`src/rtl/dbh_pkg.sv`:
```
package dbh_pkg;

  typedef enum logic [1:0] {
    ST_IDLE,
    ST_COLLECT,
    ST_LAUNCH,
    ST_REPLY
  } hsState_t;

  // Strobes from control to datapath
  typedef struct packed {
    logic storeWord;
    logic setPend;
    logic clrPend;
    logic setErr;
    logic clrErr;
    logic busy;
  } hsStrobe_t;

  localparam logic [7:0] FN_MSG_RESET    = 8'h40;
  localparam logic [7:0] FN_IO_RESET     = 8'h41;
  localparam logic [7:0] FN_HANDSHAKE    = 8'h42;
  localparam logic [7:0] FN_REPLY_REMOVE = 8'h43;

  localparam logic [3:0] STATE_READY = 4'h1;
  localparam logic [3:0] STATE_OPER  = 4'h2;

endpackage

```
`src/rtl/dbh_ctrl.sv`:
```
module dbh_ctrl
  import dbh_pkg::*;
#(
  parameter int MAX_REQ_WORDS = 32,
  parameter int IDX_W = $clog2(MAX_REQ_WORDS)
) (
  input  logic             clk,
  input  logic             rstN,
  input  logic             dbWr,
  input  logic             ackWr,
  input  logic [7:0]       fnCode,
  input  logic [7:0]       fnCount,
  input  logic             pend,
  input  logic [7:0]       replyLen,
  output hsStrobe_t        strb,
  output logic [IDX_W-1:0] storeIdx,
  output logic             reqDone,
  output logic [7:0]       reqCount,
  output logic [7:0]       replyIdx
);

  localparam logic [7:0] MAX_CNT = 8'(MAX_REQ_WORDS);

  hsState_t   state;
  logic [7:0] reqCnt;
  logic [7:0] wordIdx;
  logic [7:0] halfIdx;
  logic [7:0] lenReg;
  logic       tooLong;
  logic       knownFn;
  logic       lastHalf;

  assign tooLong  = fnCount > MAX_CNT;
  assign knownFn  = (fnCode == FN_MSG_RESET) || (fnCode == FN_IO_RESET) ||
                    (fnCode == FN_REPLY_REMOVE);
  assign lastHalf = halfIdx == (lenReg - 8'd1);

  always_ff @(posedge clk) begin
    if (!rstN) begin
      state   <= ST_IDLE;
      reqCnt  <= '0;
      wordIdx <= '0;
      halfIdx <= '0;
      lenReg  <= '0;
    end else begin
      case (state)
        ST_IDLE: begin
          if (dbWr && fnCode == FN_HANDSHAKE && !tooLong) begin
            reqCnt  <= fnCount;
            wordIdx <= '0;
            state   <= (fnCount == 8'd0) ? ST_LAUNCH : ST_COLLECT;
          end
        end
        ST_COLLECT: begin
          if (dbWr) begin
            wordIdx <= wordIdx + 8'd1;
            if (wordIdx == reqCnt - 8'd1) state <= ST_LAUNCH;
          end
        end
        ST_LAUNCH: begin
          lenReg  <= replyLen;
          halfIdx <= '0;
          state   <= (replyLen == 8'd0) ? ST_IDLE : ST_REPLY;
        end
        ST_REPLY: begin
          if (ackWr && pend) begin
            if (lastHalf) state <= ST_IDLE;
            else          halfIdx <= halfIdx + 8'd1;
          end
        end
        default: state <= ST_IDLE;
      endcase
    end
  end

  always_comb begin
    strb.storeWord = (state == ST_COLLECT) && dbWr;
    strb.setPend   = (state == ST_REPLY) && !pend;
    strb.clrPend   = (state == ST_REPLY) && ackWr && pend;
    strb.setErr    = dbWr && (((state == ST_IDLE) &&
                               ((fnCode == FN_HANDSHAKE) ? tooLong : !knownFn)) ||
                              (state == ST_LAUNCH) || (state == ST_REPLY));
    strb.clrErr    = (state == ST_IDLE) && dbWr &&
                     ((fnCode == FN_MSG_RESET) || (fnCode == FN_IO_RESET));
    strb.busy      = state != ST_IDLE;
  end

  assign storeIdx = wordIdx[IDX_W-1:0];
  assign reqDone  = state == ST_LAUNCH;
  assign reqCount = reqCnt;
  assign replyIdx = halfIdx;

  // the collected-request pulse lasts a single cycle
  p_launch_once_r2: assert property (@(posedge clk) disable iff (!rstN)
    reqDone |=> !reqDone);

  // an empty reply returns straight to idle with nothing pending
  p_zero_len_r6: assert property (@(posedge clk) disable iff (!rstN)
    (state == ST_LAUNCH && replyLen == 8'd0) |=> (state == ST_IDLE && !pend));

  // the reply position never runs past the sampled length
  p_idx_bound_r4: assert property (@(posedge clk) disable iff (!rstN)
    (state == ST_REPLY) |-> (halfIdx < lenReg));

  // a doorbell write during the reply does not move the reply position
  p_ignore_mid_r8: assert property (@(posedge clk) disable iff (!rstN)
    (state == ST_REPLY && dbWr && !ackWr) |=> (halfIdx == $past(halfIdx)));

endmodule

```
`src/rtl/dbh_data.sv`:
```
module dbh_data
  import dbh_pkg::*;
#(
  parameter int MAX_REQ_WORDS = 32,
  parameter int IDX_W = $clog2(MAX_REQ_WORDS),
  parameter logic [7:0] DB_ADDR = 8'h00,
  parameter logic [7:0] IS_ADDR = 8'h30,
  parameter logic [2:0] INIT_ID = 3'h1
) (
  input  logic             clk,
  input  logic             rstN,
  input  hsStrobe_t        strb,
  input  logic [IDX_W-1:0] storeIdx,
  input  logic [31:0]      wrData,
  input  logic [IDX_W-1:0] reqRdIdx,
  output logic [31:0]      reqRdData,
  input  logic [15:0]      replyHalf,
  input  logic             rdEn,
  input  logic [7:0]       rdAddr,
  output logic [31:0]      rdData,
  output logic             pend
);

  logic [31:0] reqBuf [MAX_REQ_WORDS];
  logic        err;

  always_ff @(posedge clk) begin
    if (strb.storeWord) reqBuf[storeIdx] <= wrData;
  end

  always_ff @(posedge clk) begin
    if (!rstN) begin
      pend <= 1'b0;
      err  <= 1'b0;
    end else begin
      if (strb.clrPend)     pend <= 1'b0;
      else if (strb.setPend) pend <= 1'b1;
      if (strb.setErr)      err <= 1'b1;
      else if (strb.clrErr) err <= 1'b0;
    end
  end

  assign reqRdData = reqBuf[reqRdIdx];

  always_comb begin
    rdData = '0;
    if (rdEn && rdAddr == DB_ADDR)
      rdData = {strb.busy ? STATE_OPER : STATE_READY, strb.busy, INIT_ID,
                8'h00, pend ? replyHalf : 16'h0000};
    else if (rdEn && rdAddr == IS_ADDR)
      rdData = {30'h0, err, pend};
  end

  // a halfword can only be pending inside an active handshake
  p_pend_busy_r4: assert property (@(posedge clk) disable iff (!rstN)
    pend |-> strb.busy);

  // a collected request word lands in the slot it was aimed at
  p_store_r2: assert property (@(posedge clk) disable iff (!rstN)
    strb.storeWord |=> (reqBuf[$past(storeIdx)] == $past(wrData)));

  // an acknowledge drops the pending flag for at least one cycle
  p_ack_clears_r5: assert property (@(posedge clk) disable iff (!rstN)
    strb.clrPend |=> !pend);

endmodule

```
`src/rtl/doorbell_hs.sv`:
```
module doorbell_hs
  import dbh_pkg::*;
#(
  parameter int MAX_REQ_WORDS = 32,
  parameter logic [7:0] DB_ADDR = 8'h00,
  parameter logic [7:0] IS_ADDR = 8'h30,
  parameter logic [2:0] INIT_ID = 3'h1,
  localparam int IDX_W = $clog2(MAX_REQ_WORDS)
) (
  input  logic             clk,
  input  logic             rstN,
  input  logic [7:0]       regAddr,
  input  logic             regWrEn,
  input  logic             regRdEn,
  input  logic [31:0]      regWrData,
  output logic [31:0]      regRdData,
  output logic             reqDone,
  output logic [7:0]       reqCount,
  input  logic [IDX_W-1:0] reqRdIdx,
  output logic [31:0]      reqRdData,
  input  logic [7:0]       replyLen,
  output logic [7:0]       replyIdx,
  input  logic [15:0]      replyHalf
);

  hsStrobe_t        strb;
  logic [IDX_W-1:0] storeIdx;
  logic             pend;
  logic             dbWr;
  logic             ackWr;

  assign dbWr  = regWrEn && (regAddr == DB_ADDR);
  assign ackWr = regWrEn && (regAddr == IS_ADDR) && regWrData[0];

  dbh_ctrl #(.MAX_REQ_WORDS(MAX_REQ_WORDS), .IDX_W(IDX_W)) i_ctrl (
    .clk(clk), .rstN(rstN), .dbWr(dbWr), .ackWr(ackWr),
    .fnCode(regWrData[31:24]), .fnCount(regWrData[23:16]),
    .pend(pend), .replyLen(replyLen), .strb(strb), .storeIdx(storeIdx),
    .reqDone(reqDone), .reqCount(reqCount), .replyIdx(replyIdx)
  );

  dbh_data #(.MAX_REQ_WORDS(MAX_REQ_WORDS), .IDX_W(IDX_W), .DB_ADDR(DB_ADDR),
             .IS_ADDR(IS_ADDR), .INIT_ID(INIT_ID)) i_data (
    .clk(clk), .rstN(rstN), .strb(strb), .storeIdx(storeIdx),
    .wrData(regWrData), .reqRdIdx(reqRdIdx), .reqRdData(reqRdData),
    .replyHalf(replyHalf), .rdEn(regRdEn), .rdAddr(regAddr),
    .rdData(regRdData), .pend(pend)
  );

endmodule

```
`config.mk`:
```
export PLATFORM = sky130hd
export DESIGN_NAME = doorbell_hs
export DESIGN_NICKNAME = d
export VERILOG_FILES = /design/src/rtl/dbh_pkg.sv /design/src/rtl/dbh_ctrl.sv /design/src/rtl/dbh_data.sv /design/src/rtl/doorbell_hs.sv
export SDC_FILE = /design/constraint.sdc
export NUM_CORES = 1
export LEC_CHECK = 0
export ABC_AREA = 0
export BUFFER_PORTS_ARGS = -buffer_cell sky130_fd_sc_hd__buf_4
export CAP_MARGIN = 25
export CORE_UTILIZATION = 55
export CTS_CLUSTER_DIAMETER = 80
export DETAILED_ROUTE_END_ITERATION = 12
export PLACE_DENSITY_LB_ADDON = 0.08
export SLEW_MARGIN = 40
export SYNTH_ARGS = -nofsm -noshare
export SYNTH_HDL_FRONTEND = slang
export SYNTH_SLANG_ARGS = --single-unit
```
`constraint.sdc`:
```
create_clock -name clk -period 7.8 [get_ports clk]
set_clock_uncertainty 0.15 [all_clocks]
set_input_delay 1.17 -clock clk [delete_from_list [all_inputs] [get_ports clk]]
set_output_delay 1.17 -clock clk [all_outputs]
set_load 0.02 [all_outputs]
```
### Word level (Yosys, flattened, before mapping)

Memory sizes are Yosys's and may differ from the RTL's.
Index checks and enable logic that the tools add are counted.

* bits in registers: 36
* bits in latches: 0
* bits in writable memories: 1024
* memory bits (read-only): 0
* input port bits: 73
* output and inout bits: 81
* logic and storage cells: 89
* memories kept: 1

* $add $sub $neg: 4
* multipliers: 0
* divide/modulo/power cells: 0
* magnitude comparators: 1
* equality and inequality tests: 16
* shift operators: 0
* multiplexer cells: 23
* bitwise gates (word level): 1
* reduce and logical (&&, ||, !) cells: 36

Memory list
* i_data.reqBuf: depth 32, width 32, read ports 1, clocked after Yosys merged registers in 0, wr ports 1, RTL line dbh_data.sv:24 `logic [31:0] reqBuf [MAX_REQ_WORDS];`

Operators by type and width (number)
* $eq A8 B7 Y1 const B: 4
* $mux W32: 1
* $mux W8: 4
* $pmux W8 S2: 2
* $logic_not A8 Y1: 3
* $mux W2: 9
* $add A8 B1 Y8 const B: 2
* $eq A8 B8 Y1: 2
* $logic_and A1 B1 Y1: 16
* $mux W16: 1
* $sub A8 B1 Y8 const B: 2
* $ne A2 B1 Y1 const B: 5
* $eq A8 B6 Y1 const B: 1
* $gt A8 B6 Y1 const B: 1
* $pmux W2 S4: 1
* $reduce_bool A2 Y1: 4
* $reduce_and A3 Y1: 2
* $mux W1: 5
* $reduce_and A5 Y1: 1
* $eq A2 B2 Y1 const B: 2
* $logic_or A1 B1 Y1: 4
* $logic_not A1 Y1: 3
* $eq A2 B1 Y1 const B: 1
* $logic_not A2 Y1: 1
* 4 further kinds: 4

### Depth between registers and ports, before layout

* depth after elaboration: 10
* depth in mapped cells: 9
* mapped depth without buffers: 8

### Cells and area by module

From an unflattened synthesis, not the netlist that was laid out.

* cells, all modules: 2556
* area, all modules: 42434.4 µm²

By module, submodules not included
* dbh_data: times used 1, cells each 2279, area each 40219.8 µm², sequential area each 30789.5 µm²
* dbh_ctrl: times used 1, cells each 272, area each 2175.8 µm², sequential area each 680.7 µm²
* doorbell_hs: times used 1, cells each 5, area each 38.8 µm², sequential area each 0.0 µm²

### Least setup slack after synthesis

OpenSTA, ideal clock, no wires.

* path type: in2out
* start: input reqRdIdx[0]
* end: output reqRdData[10]
* arrival: 3.160 ns
* data required time: 6.480 ns
* path slack: 3.320 ns
* stages on the path: 5
* buffers on the path: 2
* path through: buf_2 > clkbuf_1 > mux4_2 > mux4_2 > mux2_2

* word-level cells in the longest chain between the ends: 1

RTL lines
* from (decl): RTL line doorbell_hs.sv:19 `input logic [IDX_W-1:0] reqRdIdx,`
* $mem_v2 Z32 W32
* to (decl): RTL line doorbell_hs.sv:20 `output logic [31:0] reqRdData,`

No other way between the ends.

### Final worst setup path

* start: input reqRdIdx[1]
* end: output reqRdData[24]

Same word-level chain as after synthesis.

==> summary.md <==
| Metric | Value |
|---|---|
| VDD IR max | 0.000174 V |
| Max-Cap Viols | 0 |
| Slew @ Worst Pin | 0.891 ns |
| #FFs+latches synth | 1060 |
| Synth Area per Inst | 22.7 um2 |
| Lkg Pwr | 15.4 nW |
| Mapped Cells | 1821 |
| Global-route wire length before repair | 141000 um |
| Worst Hold Class | reg -> reg |
| Power, Total | 11.8 mW |
| Vias in the first global route | 20400 |
| Core area | 0.0744 mm2 |
| Root buffer cell | clkbuf_16 |
| Hold-fix buffers at CTS | 0 |
| CTS Buf Count | 106 |
| Area growth syn-to-layout | 16.8% |
| CTS Buffer Depth | 3 |
| Clock sinks | 1060 |
| DR vias | 19900 |
| Final antenna-violating net count | 0 |
| Routed wire per std cell | 31.2 um |
| Area contributors post-synth | edfxtp_1 74%, mux4_2 17%, dfxtp_1 1.7% |
| Post-synth EDFFs | 1024 |
| DRT Pass-1 Iters | 7 |
| Initial antenna violation count | 2 |
| Post-synth top flop | edfxtp_1 |
| # IOs | 154 |
| Pwr/cell area | 245 mW/mm2 |
| Die X-Extent | 276 um |
| Worst hold start | i_ctrl.reqCount[7]$_SDFFE_PN0P_ |
| Run status | finished clean |
| Min Tclk post-route | 5.11 ns |
| Post-Route WL | 97500 um |
| FF-to-FF path depth | 5 |
| Initial core utilization | 55.6% |
| Setup Buffers After CTS | 0 |
| Gr usage total | 26.1% |
| Post-layout nets | 2153 |
| N_diodes | 0 |
| Worst r2r src | i_ctrl.state[1]$_SDFFE_PN0P_ |
| DRT iter0 DRCs | 2343 |
| Final hold slack | 0.311 ns |
| Worst setup EP type | output pin |
| Async set-reset flop share out of synthesis | 0% |
| Hold path endpoint | i_ctrl.reqCount[7]$_SDFFE_PN0P_ |
| Post-route DRC | 0 |
| CTS tree | done |
| Synth top area share | 74.4% |
| Grt ovf | 0 |
| Hold Path Depth | 2 |
| Startpoint Class | primary input |
| Worst skew pair latency | 0.66 ns |
| Synth Cell Area | 0.0414 mm2 |
| Reg clk slew, reported paths | 0.05 ns |
| RR Endpoint | i_data.reqBuf[19][10]$_DFFE_PP_ |
| Largest net degree at the start of global routing | 75 |
| Worst EP arrival | 3.79 ns |
| Yosys top cell by area | edfxtp_1 |
| Die height | 276 um |
| Rel. slew slack | 40.6% |
| Final worst setup slack | 2.69 ns |
| Flop2flop setup slack | 3.98 ns |
| Hold Vio Cnt, Final | 0 |
| Resized cells post-CTS | 0 |
| Synth cell types | 59 |
| Fmax | 196 MHz |
| H-tree depth | 3 |
| Setup Crit Path Kind | in -> out |
| Final slew viol count | 0 |
| TNS Setup | 0 ns |
| RePlAce Congestion | 0.773 |
| Final HPWL DP | 57900 um |
| Crit path required time | 6.48 ns |
| Ratio of cells with drive above 1 in the final layout | 36.2% |
| IO Port Bufs | 141 |
| Endpoints failing setup | 0 |
| RSZ-0062 raised after global routing | no |
| Sequential fraction of the synthesis area | 76.1% |
| Die ar. | 0.0763 mm2 |
| Vias per cell | 6.36 |
| Period utilization | 65.6% |
| Pre-CTS setup slack | 2.64 ns |
| Crit-path max FO | 74 |
| Ys Warns | 0 |
| FP Rows | 100 |
-- sequential cells by signal, indices dropped and copies added (netlist names) --
name             count
i_ctrl.replyIdx      8
i_ctrl.wordIdx       8
i_ctrl.lenReg        8
i_data.reqBuf     1024
i_data.err           1
i_data.pend          1
i_ctrl.reqCount      8
i_ctrl.state         2
-- cell usage after synthesis (all sizes together) (6+ instances only) --
master / count
nand3: 10
xor2: 15
buf: 57
and3: 19
ha: 7
clkbuf: 46
edfxtp: 1024
dfxtp: 36
nand2b: 7
or3: 8
a21oi: 15
mux4: 320
nor2: 55
nor2b: 9
nand4: 8
inv: 14
xnor2: 8
mux2: 32
nand2: 42
o21ai: 13
a21boi: 10
nor3: 8
nor4: 6
-- cells by family after synthesis --
group | Yosys count | synth area share, %
AOI/OAI and AO/OA | 65 | 1.08
xor gates and xnor gates | 23 | 0.487
adders and majority gates | 7 | 0.212
buffers and inverters | 117 | 1.36
DFF | 1060 | 76.1
muxes | 356 | 18.4
other | 1 | 0.00907
and+or+nand+nor | 192 | 2.37
-- report_power, final --
part | switching [mW] | total (mW) | internal (mW)
combinational | 0.301 | 0.553 | 0.253
sequential | 0.00528 | 6.24 | 6.24
clock | 2.09 | 5.05 | 2.97
total | 2.39 | 11.8 | 9.46
-- final cells by class --
type	instances	area [um2]
clock inverter	58	613
timing repair buffer	236	2510
fill	4799	26100
multi-input combinational	655	9620
clock buffer	136	2850
sequential	1060	31500
inverter	14	52.6
tap	969	1210
-- layout by cell type, fill, tap and decap left out, types with 6 or more instances in the layout --
cell type,count
edfxtp_1,1024
mux4_2,320
buf_4,179
clkbuf_16,107
nand2_1,42
dfxtp_1,36
mux2_2,32
nor2_4,32
buf_8,27
buf_16,24
nor2_1,23
clkbuf_1,23
and3_1,19
clkinv_1,19
clkinv_2,18
a21oi_1,15
xor2_1,15
inv_1,14
o21ai_0,13
conb_1,12
bufinv_16,12
nand3_1,10
a21boi_0,10
nor2b_1,9
or3_1,8
nand4_1,8
xnor2_1,8
nor3_1,7
nand2b_1,7
ha_1,7
clkbuf_8,6
-- worst max-delay path by stage --
stage,start,to,cells after the start
floorplan,reqRdIdx[0],reqRdData[10],5
global placement,reqRdIdx[0],reqRdData[11],6
detailed placement,regAddr[1],i_data.reqBuf[19][11]$_DFFE_PP_,7
CTS,reqRdIdx[1],reqRdData[24],7
global route,reqRdIdx[1],reqRdData[24],7
finish,reqRdIdx[1],reqRdData[24],7
-- worst max-delay path: stages --
cell and delay (ns):
buf_8 0.28, buf_16 0.33, buf_12 0.43, mux4_2 0.41, mux4_2 0.47, mux2_2 0.34
buf_4 0.18
-- per-stage QoR --
stage | instances | cell area, um2 | utilization (%)
after CTS | 3128 | 48300 | 64.9
after floorplan | 1832 | 41400 | -
after global placement | 2884 | 43800 | 58.8
after detailed placement | 2934 | 44900 | 60.2
after global routing | 3128 | 48300 | 64.9
final | 3128 | 48300 | 64.9
-- routing by layer --
metal	GRT usage [%]	part of all wire, %	vias to the layer above
li1	-	-	8211
met1	37.3	40	10700
met2	42.4	50	842
met3	4.66	7.8	133
met4	6.37	1.8	0
met5	0	0	-
Note: power is estimated with default switching activity, not from simulation.
